<file path="src/rtl/mwd_pkg.sv">
package mwd_pkg;
  localparam int NTGT     = 13;
  localparam int T_STOR   = 0;
  localparam int T_NET    = 1;
  localparam int T_SER    = 2;
  localparam int T_AUD    = 3;
  localparam int T_FLP    = 4;
  localparam int T_VIA    = 5;
  localparam int T_AUXB   = 6;
  localparam int T_AUXC   = 7;
  localparam int T_AUXE   = 8;
  localparam int T_DMA1   = 9;
  localparam int T_DMA8   = 10;
  localparam int T_NVRAM  = 11;
  localparam int T_IRQ    = 12;

  typedef enum logic [1:0] {SZ_BYTE = 2'd0, SZ_HALF = 2'd1, SZ_WORD = 2'd2} acc_size_e;

  function automatic logic [31:0] host_swap(input logic [31:0] d, input logic [1:0] sz);
    logic [31:0] r;
    case (sz)
      SZ_WORD: r = {d[7:0], d[15:8], d[23:16], d[31:24]};
      SZ_HALF: r = {16'h0, d[7:0], d[15:8]};
      default: r = d;
    endcase
    return r;
  endfunction

  function automatic logic [3:0] compat_map(input logic [3:0] k);
    return {k[0], k[3:1]};
  endfunction
endpackage

</file>
<file path="src/rtl/mwd_space_decode.sv">
module mwd_space_decode
  import mwd_pkg::*;
#(
  parameter int IDX_W = 8,
  parameter int AUX_N = 3
) (
  input  logic              en,
  input  logic              wr,
  input  logic [16:0]       off,
  input  logic [AUX_N-1:0]  aux_present,
  output logic [NTGT-1:0]   sel,
  output logic [IDX_W-1:0]  idx,
  output logic              page_wr,
  output logic              board_rd
);
  always_comb begin
    sel      = '0;
    idx      = '0;
    page_wr  = 1'b0;
    board_rd = 1'b0;
    if (en) begin
      if (off[16]) begin
        case (off[15:12])
          4'h0: begin sel[T_STOR] = 1'b1; idx = IDX_W'(off[7:4]); end
          4'h1: begin sel[T_NET]  = 1'b1; idx = IDX_W'(off[8:4]); end
          4'h2: begin
            sel[T_SER] = 1'b1;
            if (off[7:0] < 8'd16) idx = IDX_W'(compat_map(off[4:1]));
            else                  idx = IDX_W'(off[7:4]);
          end
          4'h3: begin sel[T_SER]  = 1'b1; idx = IDX_W'(off[7:4]); end
          4'h4: begin sel[T_AUD]  = 1'b1; idx = IDX_W'(off[7:0]); end
          4'h5: begin sel[T_FLP]  = 1'b1; idx = IDX_W'(off[7:4]); end
          4'h6, 4'h7: begin sel[T_VIA] = 1'b1; idx = IDX_W'(off[12:9]); end
          4'hA: board_rd = ~wr;
          4'hB: if (aux_present[0]) begin sel[T_AUXB] = 1'b1; idx = IDX_W'(off[8:4]); end
          4'hC: if (aux_present[1]) begin sel[T_AUXC] = 1'b1; idx = IDX_W'(off[8:4]); end
          4'hE: if (aux_present[2]) begin sel[T_AUXE] = 1'b1; idx = IDX_W'(off[8:4]); end
          4'hD: page_wr = wr;
          4'hF: begin sel[T_NVRAM] = 1'b1; idx = IDX_W'(off[8:4]); end
          default: ;
        endcase
      end else if (off[15]) begin
        case (off[11:8])
          4'h1: begin sel[T_DMA1] = 1'b1; idx = IDX_W'(off[7:0]); end
          4'h8: begin sel[T_DMA8] = 1'b1; idx = IDX_W'(off[7:0]); end
          default: ;
        endcase
      end else begin
        sel[T_IRQ] = 1'b1;
        idx        = IDX_W'(off[7:0]);
      end
    end
  end
endmodule

</file>
<file path="src/rtl/mwd_nvram_page.sv">
module mwd_nvram_page #(
  parameter int HI_W = 8,
  parameter int AW   = HI_W + 5
) (
  input  logic          clk,
  input  logic          rst_n,
  input  logic          page_wr,
  input  logic [31:0]   page_data,
  input  logic [4:0]    in_page,
  output logic [AW-1:0] nv_addr
);
  logic [HI_W-1:0] page_q, page_d;

  always_comb begin
    page_d = page_q;
    if (page_wr) page_d = page_data[HI_W-1:0];
  end

  always_ff @(posedge clk or negedge rst_n) begin
    if (!rst_n)       page_q <= '0;
    else if (page_wr) page_q <= page_d;
  end

  assign nv_addr = {page_q, 5'b0} + AW'(in_page);
endmodule

</file>
<file path="src/rtl/mwd_rd_path.sv">
module mwd_rd_path
  import mwd_pkg::*;
(
  input  logic                 clk,
  input  logic                 rst_n,
  input  logic                 rd_en,
  input  logic [1:0]           size,
  input  logic [NTGT-1:0]      sel,
  input  logic                 board_rd,
  input  logic                 strap_n,
  input  logic [NTGT*32-1:0]   rdata_flat,
  output logic [31:0]          rdata
);
  logic [31:0] tgt_rd [NTGT];
  logic [31:0] raw, rd_d, rd_q;

  genvar g;
  generate
    for (g = 0; g < NTGT; g++) begin : g_unpack
      assign tgt_rd[g] = rdata_flat[g*32 +: 32];
    end
  endgenerate

  always_comb begin
    raw = '0;
    for (int t = 0; t < NTGT; t++)
      if (sel[t]) raw = raw | tgt_rd[t];
    if (board_rd) raw = {23'b0, strap_n, 8'b0};
  end

  always_comb begin
    rd_d = rd_q;
    if (rd_en) rd_d = host_swap(raw, size);
  end

  always_ff @(posedge clk or negedge rst_n) begin
    if (!rst_n)     rd_q <= '0;
    else if (rd_en) rd_q <= rd_d;
  end

  assign rdata = rd_q;
endmodule

</file>
<file path="src/rtl/mmio_window_decoder.sv">
module mmio_window_decoder
  import mwd_pkg::*;
#(
  parameter int IDX_W   = 8,
  parameter int AUX_N   = 3,
  parameter int NV_HI_W = 8,
  localparam int NV_AW  = NV_HI_W + 5
) (
  input  logic                clk,
  input  logic                rst_n,
  input  logic                acc_en,
  input  logic                acc_wr,
  input  logic [1:0]          acc_size,
  input  logic [16:0]         acc_off,
  input  logic [31:0]         acc_wdata,
  output logic [31:0]         acc_rdata,
  input  logic                strap_n,
  input  logic [AUX_N-1:0]    aux_present,
  input  logic [NTGT*32-1:0]  tgt_rdata_flat,
  output logic [NTGT-1:0]     tgt_sel,
  output logic                tgt_wr,
  output logic [IDX_W-1:0]    tgt_idx,
  output logic [31:0]         tgt_wdata,
  output logic [NV_AW-1:0]    nv_addr
);
  logic page_wr, board_rd;

  assign tgt_wdata = host_swap(acc_wdata, acc_size);
  assign tgt_wr    = acc_en & acc_wr;

  mwd_space_decode #(.IDX_W(IDX_W), .AUX_N(AUX_N)) u_dec (
    .en(acc_en), .wr(acc_wr), .off(acc_off), .aux_present(aux_present),
    .sel(tgt_sel), .idx(tgt_idx), .page_wr(page_wr), .board_rd(board_rd)
  );

  mwd_nvram_page #(.HI_W(NV_HI_W), .AW(NV_AW)) u_page (
    .clk(clk), .rst_n(rst_n), .page_wr(page_wr), .page_data(tgt_wdata),
    .in_page(acc_off[8:4]), .nv_addr(nv_addr)
  );

  mwd_rd_path u_rd (
    .clk(clk), .rst_n(rst_n), .rd_en(acc_en & ~acc_wr), .size(acc_size),
    .sel(tgt_sel), .board_rd(board_rd), .strap_n(strap_n),
    .rdata_flat(tgt_rdata_flat), .rdata(acc_rdata)
  );
endmodule

</file>
<file path="config.mk">
export PLATFORM = sky130hd
export DESIGN_NAME = mmio_window_decoder
export DESIGN_NICKNAME = d
export VERILOG_FILES = /design/src/rtl/mwd_pkg.sv /design/src/rtl/mwd_space_decode.sv /design/src/rtl/mwd_nvram_page.sv /design/src/rtl/mwd_rd_path.sv /design/src/rtl/mmio_window_decoder.sv
export SDC_FILE = /design/constraint.sdc
export NUM_CORES = 1
export LEC_CHECK = 0
export BUFFER_PORTS_ARGS = -buffer_cell sky130_fd_sc_hd__buf_2
export CORE_AREA = 3 3 221 223
export DETAILED_ROUTE_END_ITERATION = 7
export DIE_AREA = 0 0 224 226
export PLACE_DENSITY_LB_ADDON = 0.25
export SYNTH_ARGS = -nofsm -noshare
export SYNTH_HDL_FRONTEND = slang
export SYNTH_SLANG_ARGS = --single-unit
</file>
<file path="constraint.sdc">
create_clock -name clk -period 2.5 [get_ports clk]
set_clock_uncertainty 0.2 [all_clocks]
set_input_delay 0.25 -clock clk [delete_from_list [all_inputs] [get_ports clk]]
set_output_delay 0.25 -clock clk [all_outputs]
set_load 0.01 [all_outputs]
</file>
==> flow_metrics.tcl, run 1 <==
set metrics [dict create \
    worstSetupPathType "input pin to flop" \
    rows 79 \
    layout_common_cells "567 x buf_2, 176 x buf_4, 65 x a22oi_1" \
    fin_nets 1966 \
    postSynthCellCount 788 \
    antenna_found_initial 8 \
    drive_gt1_share_pct 57.7 \
    wl_per_cell_um 28.7 \
    cap_violations 0 \
    seqPwrFrac_pct 23.8 \
    hold_viol 0 \
    crit_arrival_ns 2.43 \
    initial_core_util_pct 13.2 \
    synthFlopType "dfrtp_1" \
    holdWs_ns 0.164 \
    reg2regPathDepth 3 \
    clkSinkCount 40 \
    die_area_um2 50600 \
    p_leak_uw 0.00581 \
    ys.warnings.count 0 \
    grt_use_met2_pct 42.8 \
    syn_nets 1265 \
    grt_pass1_vias 10800 \
    r2r-end "u_rd.rdata[0]$_DFFE_PN0P_" \
    finalSetupViolations 0 \
    r2r_slack_ns 1.37 \
    layout_commonest_cell "buf_2" \
    remaining_drc_errors 0 \
    clock_latency_ns 0.29 \
    gr-usage-met3_pct 3.18 \
    min_from "acc_wdata[7]" \
    cts_tree "yes" \
    combPwrFrac_pct 56.1 \
    max_slew_margin_pct 51.4 \
    clock.fmax_mhz 406 \
    slew_violations 0 \
    first_iter_violations 591 \
    place_hpwl_um 52100 \
    worstMarginPinSlew_ns 0.722 \
    pre_cts_slack_ns -0.813 \
    cts.clk_slew.worst_paths_ns 0.07 \
    fp.dieW_um 224 \
    power.switching_uw 1340 \
    regArea_um2 1000 \
    powerDensity_nw_per_um2 281 \
    overflow 0 \
    cp_max_fo 7 \
    grt_pass1_wl_um 80500 \
    yosysUniqueCellTypes 67 \
    status "finished clean" \
    timing.final.crit_period_ns 2.46 \
    drtAntennaViolNets 0 \
    area_delta_synth_final_pct 90.4 \
    multi_input_area_um2 4770 \
    wirelength_um 60400 \
    grt.total_usage_pct 22.4 \
    holdPathEnd "u_page.page_q[7]$_DFFE_PN0P_" \
    ios 574 \
    die_y_um 226 \
    r2r_start "u_rd.rdata[0]$_DFFE_PN0P_" \
    cts_buffer_depth 2 \
    port_buffers 573 \
    coreArea_um2 46800 \
    postLayoutSetupSlackWorst_ns 0.0371 \
    end_kind "flop" \
    cp-start-kind "input pin" \
    clock_power_share_pct 20.2 \
    finalCritPeriodShare_pct 98.5 \
    cts_max_level 2 \
    min-delay-path-class "input pin to flop" \
    vdd_ir_drop_max_mv 0.206 \
    grt_max_degree 45 \
    ys_ff_latch 40 \
    busiest_layer "met2" \
    place_congestion 0.947 \
    num_vias 10200 \
    fillerInstances 5215 \
    numCtsBuffers 5 \
    p_int_uw 1950 \
    synth-async-reset-ratio_pct 100 \
    synthesis.area_um2 6160 \
    seq_area_frac_synth_pct 16.2 \
    synth_enable_flop_cells 0 \
    critPathRequiredTime_ns 2.47 \
    rsz0062_at_grt "true" \
    grt_use_met1_pct 26.3 \
    min_path_cells 4 \
    netSwitchingFraction_pct 40.7 \
    cts-root-buf "clkbuf_16" \
    syn_avg_cell_area_um2 7.82 \
    drt-vias-per-instance 4.86 \
    dr.pass1.iters 6 \
]
## per-stage QoR
step           power (µW)  cells  util (%)  TNS (ns)  cell area [µm²]
2_1_floorplan        1440    788         -         0             6160
3_3_place_gp         2620   2076      24.1     -7.93            11300
3_5_place_dp         2620   2076      24.1     -8.06            11300
4_1_cts              3310   2087      24.6         0            11500
5_1_grt              3490   2102      25.1  -0.00215            11700
6_report             3300   2103      25.1         0            11700
## synthesized netlist by cell type (all sizes together), types with 16 or more instances
master | count | area, µm²
and3 | 32 | 205
a21oi | 36 | 180
dfrtp | 40 | 1000
nand3b | 19 | 143
nand2 | 42 | 158
o21ai | 27 | 135
nor3 | 21 | 105
clkbuf | 38 | 144
a2111oi | 16 | 228
nand4 | 25 | 156
mux2i | 37 | 370
nor2 | 68 | 265
a222oi | 20 | 200
a22oi | 65 | 488
a221oi | 41 | 372
nand3 | 20 | 100
buf | 54 | 344
a22o | 44 | 385
## worst max path at each step
stage | startpoint | to | slack (ns) | depth (start not counted)
after floorplan | acc_off[14] | u_rd.rdata[9]$_DFFE_PN0P_ | 0.31 | 9
after global placement | acc_off[13] | u_rd.rdata[6]$_DFFE_PN0P_ | -0.81 | 10
after detailed placement | acc_off[16] | u_rd.rdata[6]$_DFFE_PN0P_ | -0.81 | 10
after CTS | acc_off[12] | u_rd.rdata[6]$_DFFE_PN0P_ | 0.0002 | 10
after global routing | acc_en | u_rd.rdata[10]$_DFFE_PN0P_ | -0.002 | 10
final | acc_off[15] | u_rd.rdata[6]$_DFFE_PN0P_ | 0.04 | 11
## what timing repair did
item	4_1_cts	5_1_grt
hold buffers	1	0
pin swaps	10	10
endpoints found under the hold margin	21	0
resized for setup	14	21
endpoints found under the setup margin	11	19
gates cloned	0	2
buffers inserted	2	8
## area by class of cell
class | count | share of cell area (%)
Antenna cell | 6 | 0.128
Clock buffer | 5 | 1.07
Clock inverter | 3 | 0.160
Inverter | 14 | 0.448
Multi-Input combinational cell | 642 | 40.6
Sequential cell | 40 | 8.54
Tap cell | 607 | 6.48
Timing Repair Buffer | 786 | 42.5
## worst max-delay path: stages
cell and delay [ns]:
buf_12 0.12, clkbuf_16 0.16, and3_4 0.16, buf_6 0.11
and3_4 0.15, a221oi_4 0.33, buf_4 0.18, nand4_1 0.31
buf_4 0.27, a222oi_1 0.26, a21oi_1 0.11
## kinds of logic (layout without fill, tap and decap cells)
| family | after synthesis | in the layout | synth area share (%) |
|---|---|---|---|
| other cells | 0 | 6 | 0 |
| compound gates | 302 | 302 | 39.6 |
| buf+inv | 106 | 808 | 8.77 |
| fa+ha+maj | 2 | 2 | 0.406 |
| flops | 40 | 40 | 16.2 |
| simple gates | 293 | 293 | 27.5 |
| mux | 45 | 45 | 7.47 |
## sequential cells by signal, indices dropped and copies added (netlist names)
signal,flops
u_page.page_q,8
u_rd.rdata,32
## metal layers
metal / routed length, µm / vias up
met5: 11 / -
met4: 1430 / 2
met3: 3730 / 66
met2: 31500 / 547
met1: 23700 / 4998
li1: - / 4612
## power groups by stage
stage / Combinational, µW / Sequential (µW) / Clock [µW]
2_1_floorplan: 605 / 834 / 0
3_3_place_gp: 1830 / 795 / 0
3_5_place_dp: 1830 / 798 / 0
4_1_cts: 1840 / 787 / 678
5_1_grt: 1970 / 798 / 714
6_report: 1850 / 784 / 664
(Power assumes the default switching activity.)
==> run 2, diff against run 1 <==
--- a/config.mk
+++ b/config.mk
@@ -10,6 +10,7 @@
 export DETAILED_ROUTE_END_ITERATION = 7
 export DIE_AREA = 0 0 224 226
 export PLACE_DENSITY_LB_ADDON = 0.25
+export SETUP_SLACK_MARGIN = 0.15
 export SYNTH_ARGS = -nofsm -noshare
 export SYNTH_HDL_FRONTEND = slang
 export SYNTH_SLANG_ARGS = --single-unit
==> run 2 against run 1 <==
Effect of this change: clock power about the same; critical endpoint unchanged; wire length rose by 1.3%; sequential power about the same; largest power group unchanged; non-clock buffer count up 17.
==> flow_metrics.tcl, run 2 (same netlist as run 1, synthesis figures left out) <==
set metrics [dict create \
    worstSetupPathType "input pin to flop" \
    num_vias 10300 \
    numCtsBuffers 5 \
    grt_pass1_wl_um 81100 \
    ios 574 \
    place_hpwl_um 52100 \
    antenna_found_initial 7 \
    timing.final.crit_period_ns 2.46 \
    overflow 0 \
    slowest_delay_ns 0.32 \
    area_delta_synth_final_pct 99.3 \
    grt_max_degree 45 \
    dr.pass1.iters 6 \
    finalSetupViolations 0 \
    fillerInstances 5172 \
    powerDensity_nw_per_um2 275 \
    cts_tree "yes" \
    p_leak_uw 0.00605 \
    cts.clk_slew.worst_paths_ns 0.07 \
    cts-root-buf "clkbuf_16" \
    remaining_drc_errors 0 \
    worstMarginPinSlew_ns 0.818 \
    min-delay-path-class "input pin to flop" \
    die_y_um 226 \
    end_kind "flop" \
    layout_common_cells "564 x buf_2, 175 x buf_4, 65 x a22oi_1" \
    crit_arrival_ns 2.43 \
    place_congestion 0.947 \
    cts_max_level 2 \
    fp.dieW_um 224 \
    regArea_um2 1000 \
    holdWs_ns 0.167 \
    clkSinkCount 40 \
    drive_gt1_share_pct 60.3 \
    grt_pass1_vias 10800 \
    cp_cell_sequence "buf_12 -> buf_12 -> and3_4 -> buf_6 -> and3_4 -> a221oi_4 -> buf_4 -> nand4_1 -> buf_4 -> a222oi_1 -> a21oi_1" \
    cts_buffer_depth 2 \
    fin_nets 1983 \
    max_slew_margin_pct 44.9 \
    placedCellCount 2076 \
    port_buffers 573 \
    critPathSlowestCell "a221oi_4" \
    drtAntennaViolNets 0 \
    die_area_um2 50600 \
    wirelength_um 61200 \
    cp_max_fo 7 \
    rows 79 \
    layout_commonest_cell "buf_2" \
    multi_input_area_um2 5040 \
    final_cells 2119 \
    cp-start-kind "input pin" \
    drt-vias-per-instance 4.88 \
    first_iter_violations 729 \
    vdd_ir_drop_max_mv 0.205 \
    grt.total_usage_pct 22.6 \
    initial_core_util_pct 13.2 \
    coreArea_um2 46800 \
    largest_reg_flops 32 \
    final_util_pct 26.3 \
    status "finished clean" \
    rsz0062_at_grt "true" \
    cap_violations 0 \
    finalCritPeriodShare_pct 98.4 \
    slew_violations 0 \
    clock_latency_ns 0.30 \
    clock.fmax_mhz 406 \
    wl_per_cell_um 28.9 \
    critPathRequiredTime_ns 2.47 \
    hold_viol 0 \
]
-- run 2: cell count changes in the layout (fill, tap and decap cells not counted), sizes merged --
cell    before  now
buf        783  798
clkbuf       7    9
diode        6    5
-- run 2: layout make-up --
cell class	instances	area share, %
diodes	5	0.102
flip-flops and latches	40	8.15
repair buffers	803	42.9
inverters	14	0.448
clock buffers	5	1.02
clock inverters	3	0.153
well taps	607	6.18
multi-input cells	642	41.1
-- run 2: worst max-delay path, delay by kind of cell --
| family | cells | cell delay (ns) |
|---|---|---|
| AND/OR/NAND/NOR | 3 | 0.63 |
| AO/OA/AOI/OAI | 3 | 0.70 |
| buffers and inverters | 5 | 0.83 |
-- run 2: through the flow --
step / setup slack [ns] / TNS, ns / area, µm² / total power, µW
floorplan: 0.313 / 0 / 6160 / 1440
global placement: -0.811 / -7.93 / 11300 / 2620
detailed placement: -0.813 / -8.06 / 11300 / 2620
CTS: 0.0355 / 0 / 11800 / 3360
global route: 0.0262 / 0 / 12300 / 3570
finish: 0.0398 / 0 / 12300 / 3380
-- run 2: worst paths after layout --
| check | endpoint | start | cells after the start | slack, ns |
|---|---|---|---|---|
| worst max-delay path | u_rd.rdata[6]$_DFFE_PN0P_ | acc_off[15] | 11 | 0.04 |
| worst min-delay path | u_page.page_q[0]$_DFFE_PN0P_ | acc_wdata[0] | 4 | 0.17 |
| worst max register to register | u_rd.rdata[0]$_DFFE_PN0P_ | u_rd.rdata[0]$_DFFE_PN0P_ | 3 | 1.39 |
| worst min register to register | u_rd.rdata[21]$_DFFE_PN0P_ | u_rd.rdata[21]$_DFFE_PN0P_ | 2 | 0.30 |
| max in group asynchronous | u_rd.rdata[26]$_DFFE_PN0P_ | rst_n | 3 | 1.19 |
| min in group asynchronous | u_page.page_q[2]$_DFFE_PN0P_ | rst_n | 2 | 0.29 |
-- run 2: timing repair --
| action | 4_1_cts | 5_1_grt |
|---|---|---|
| endpoints found under the setup margin | 31 | 27 |
| hold buffers | 1 | 0 |
| buffers inserted | 11 | 13 |
| resized for setup | 55 | 50 |
| hold endpoints to repair | 21 | 0 |
| cloned | 1 | 4 |
| pin swaps | 31 | 36 |
-- run 2: where the power goes --
group | switching [µW] | total [µW] | internal, µW
registers | 49.3 | 784 | 735
logic | 1030 | 1940 | 902
clock network | 294 | 663 | 369
total | 1380 | 3380 | 2010
-- run 2: routing by layer --
| layer | track usage, % | up-vias | share of wire [%] |
|---|---|---|---|
| met5 | 0 | - | 0.018 |
| met1 | 26.4 | 5065 | 40 |
| met3 | 3.30 | 61 | 6.0 |
| met2 | 43.2 | 556 | 52 |
| met4 | 5.30 | 2 | 2.3 |
| li1 | - | 4649 | - |
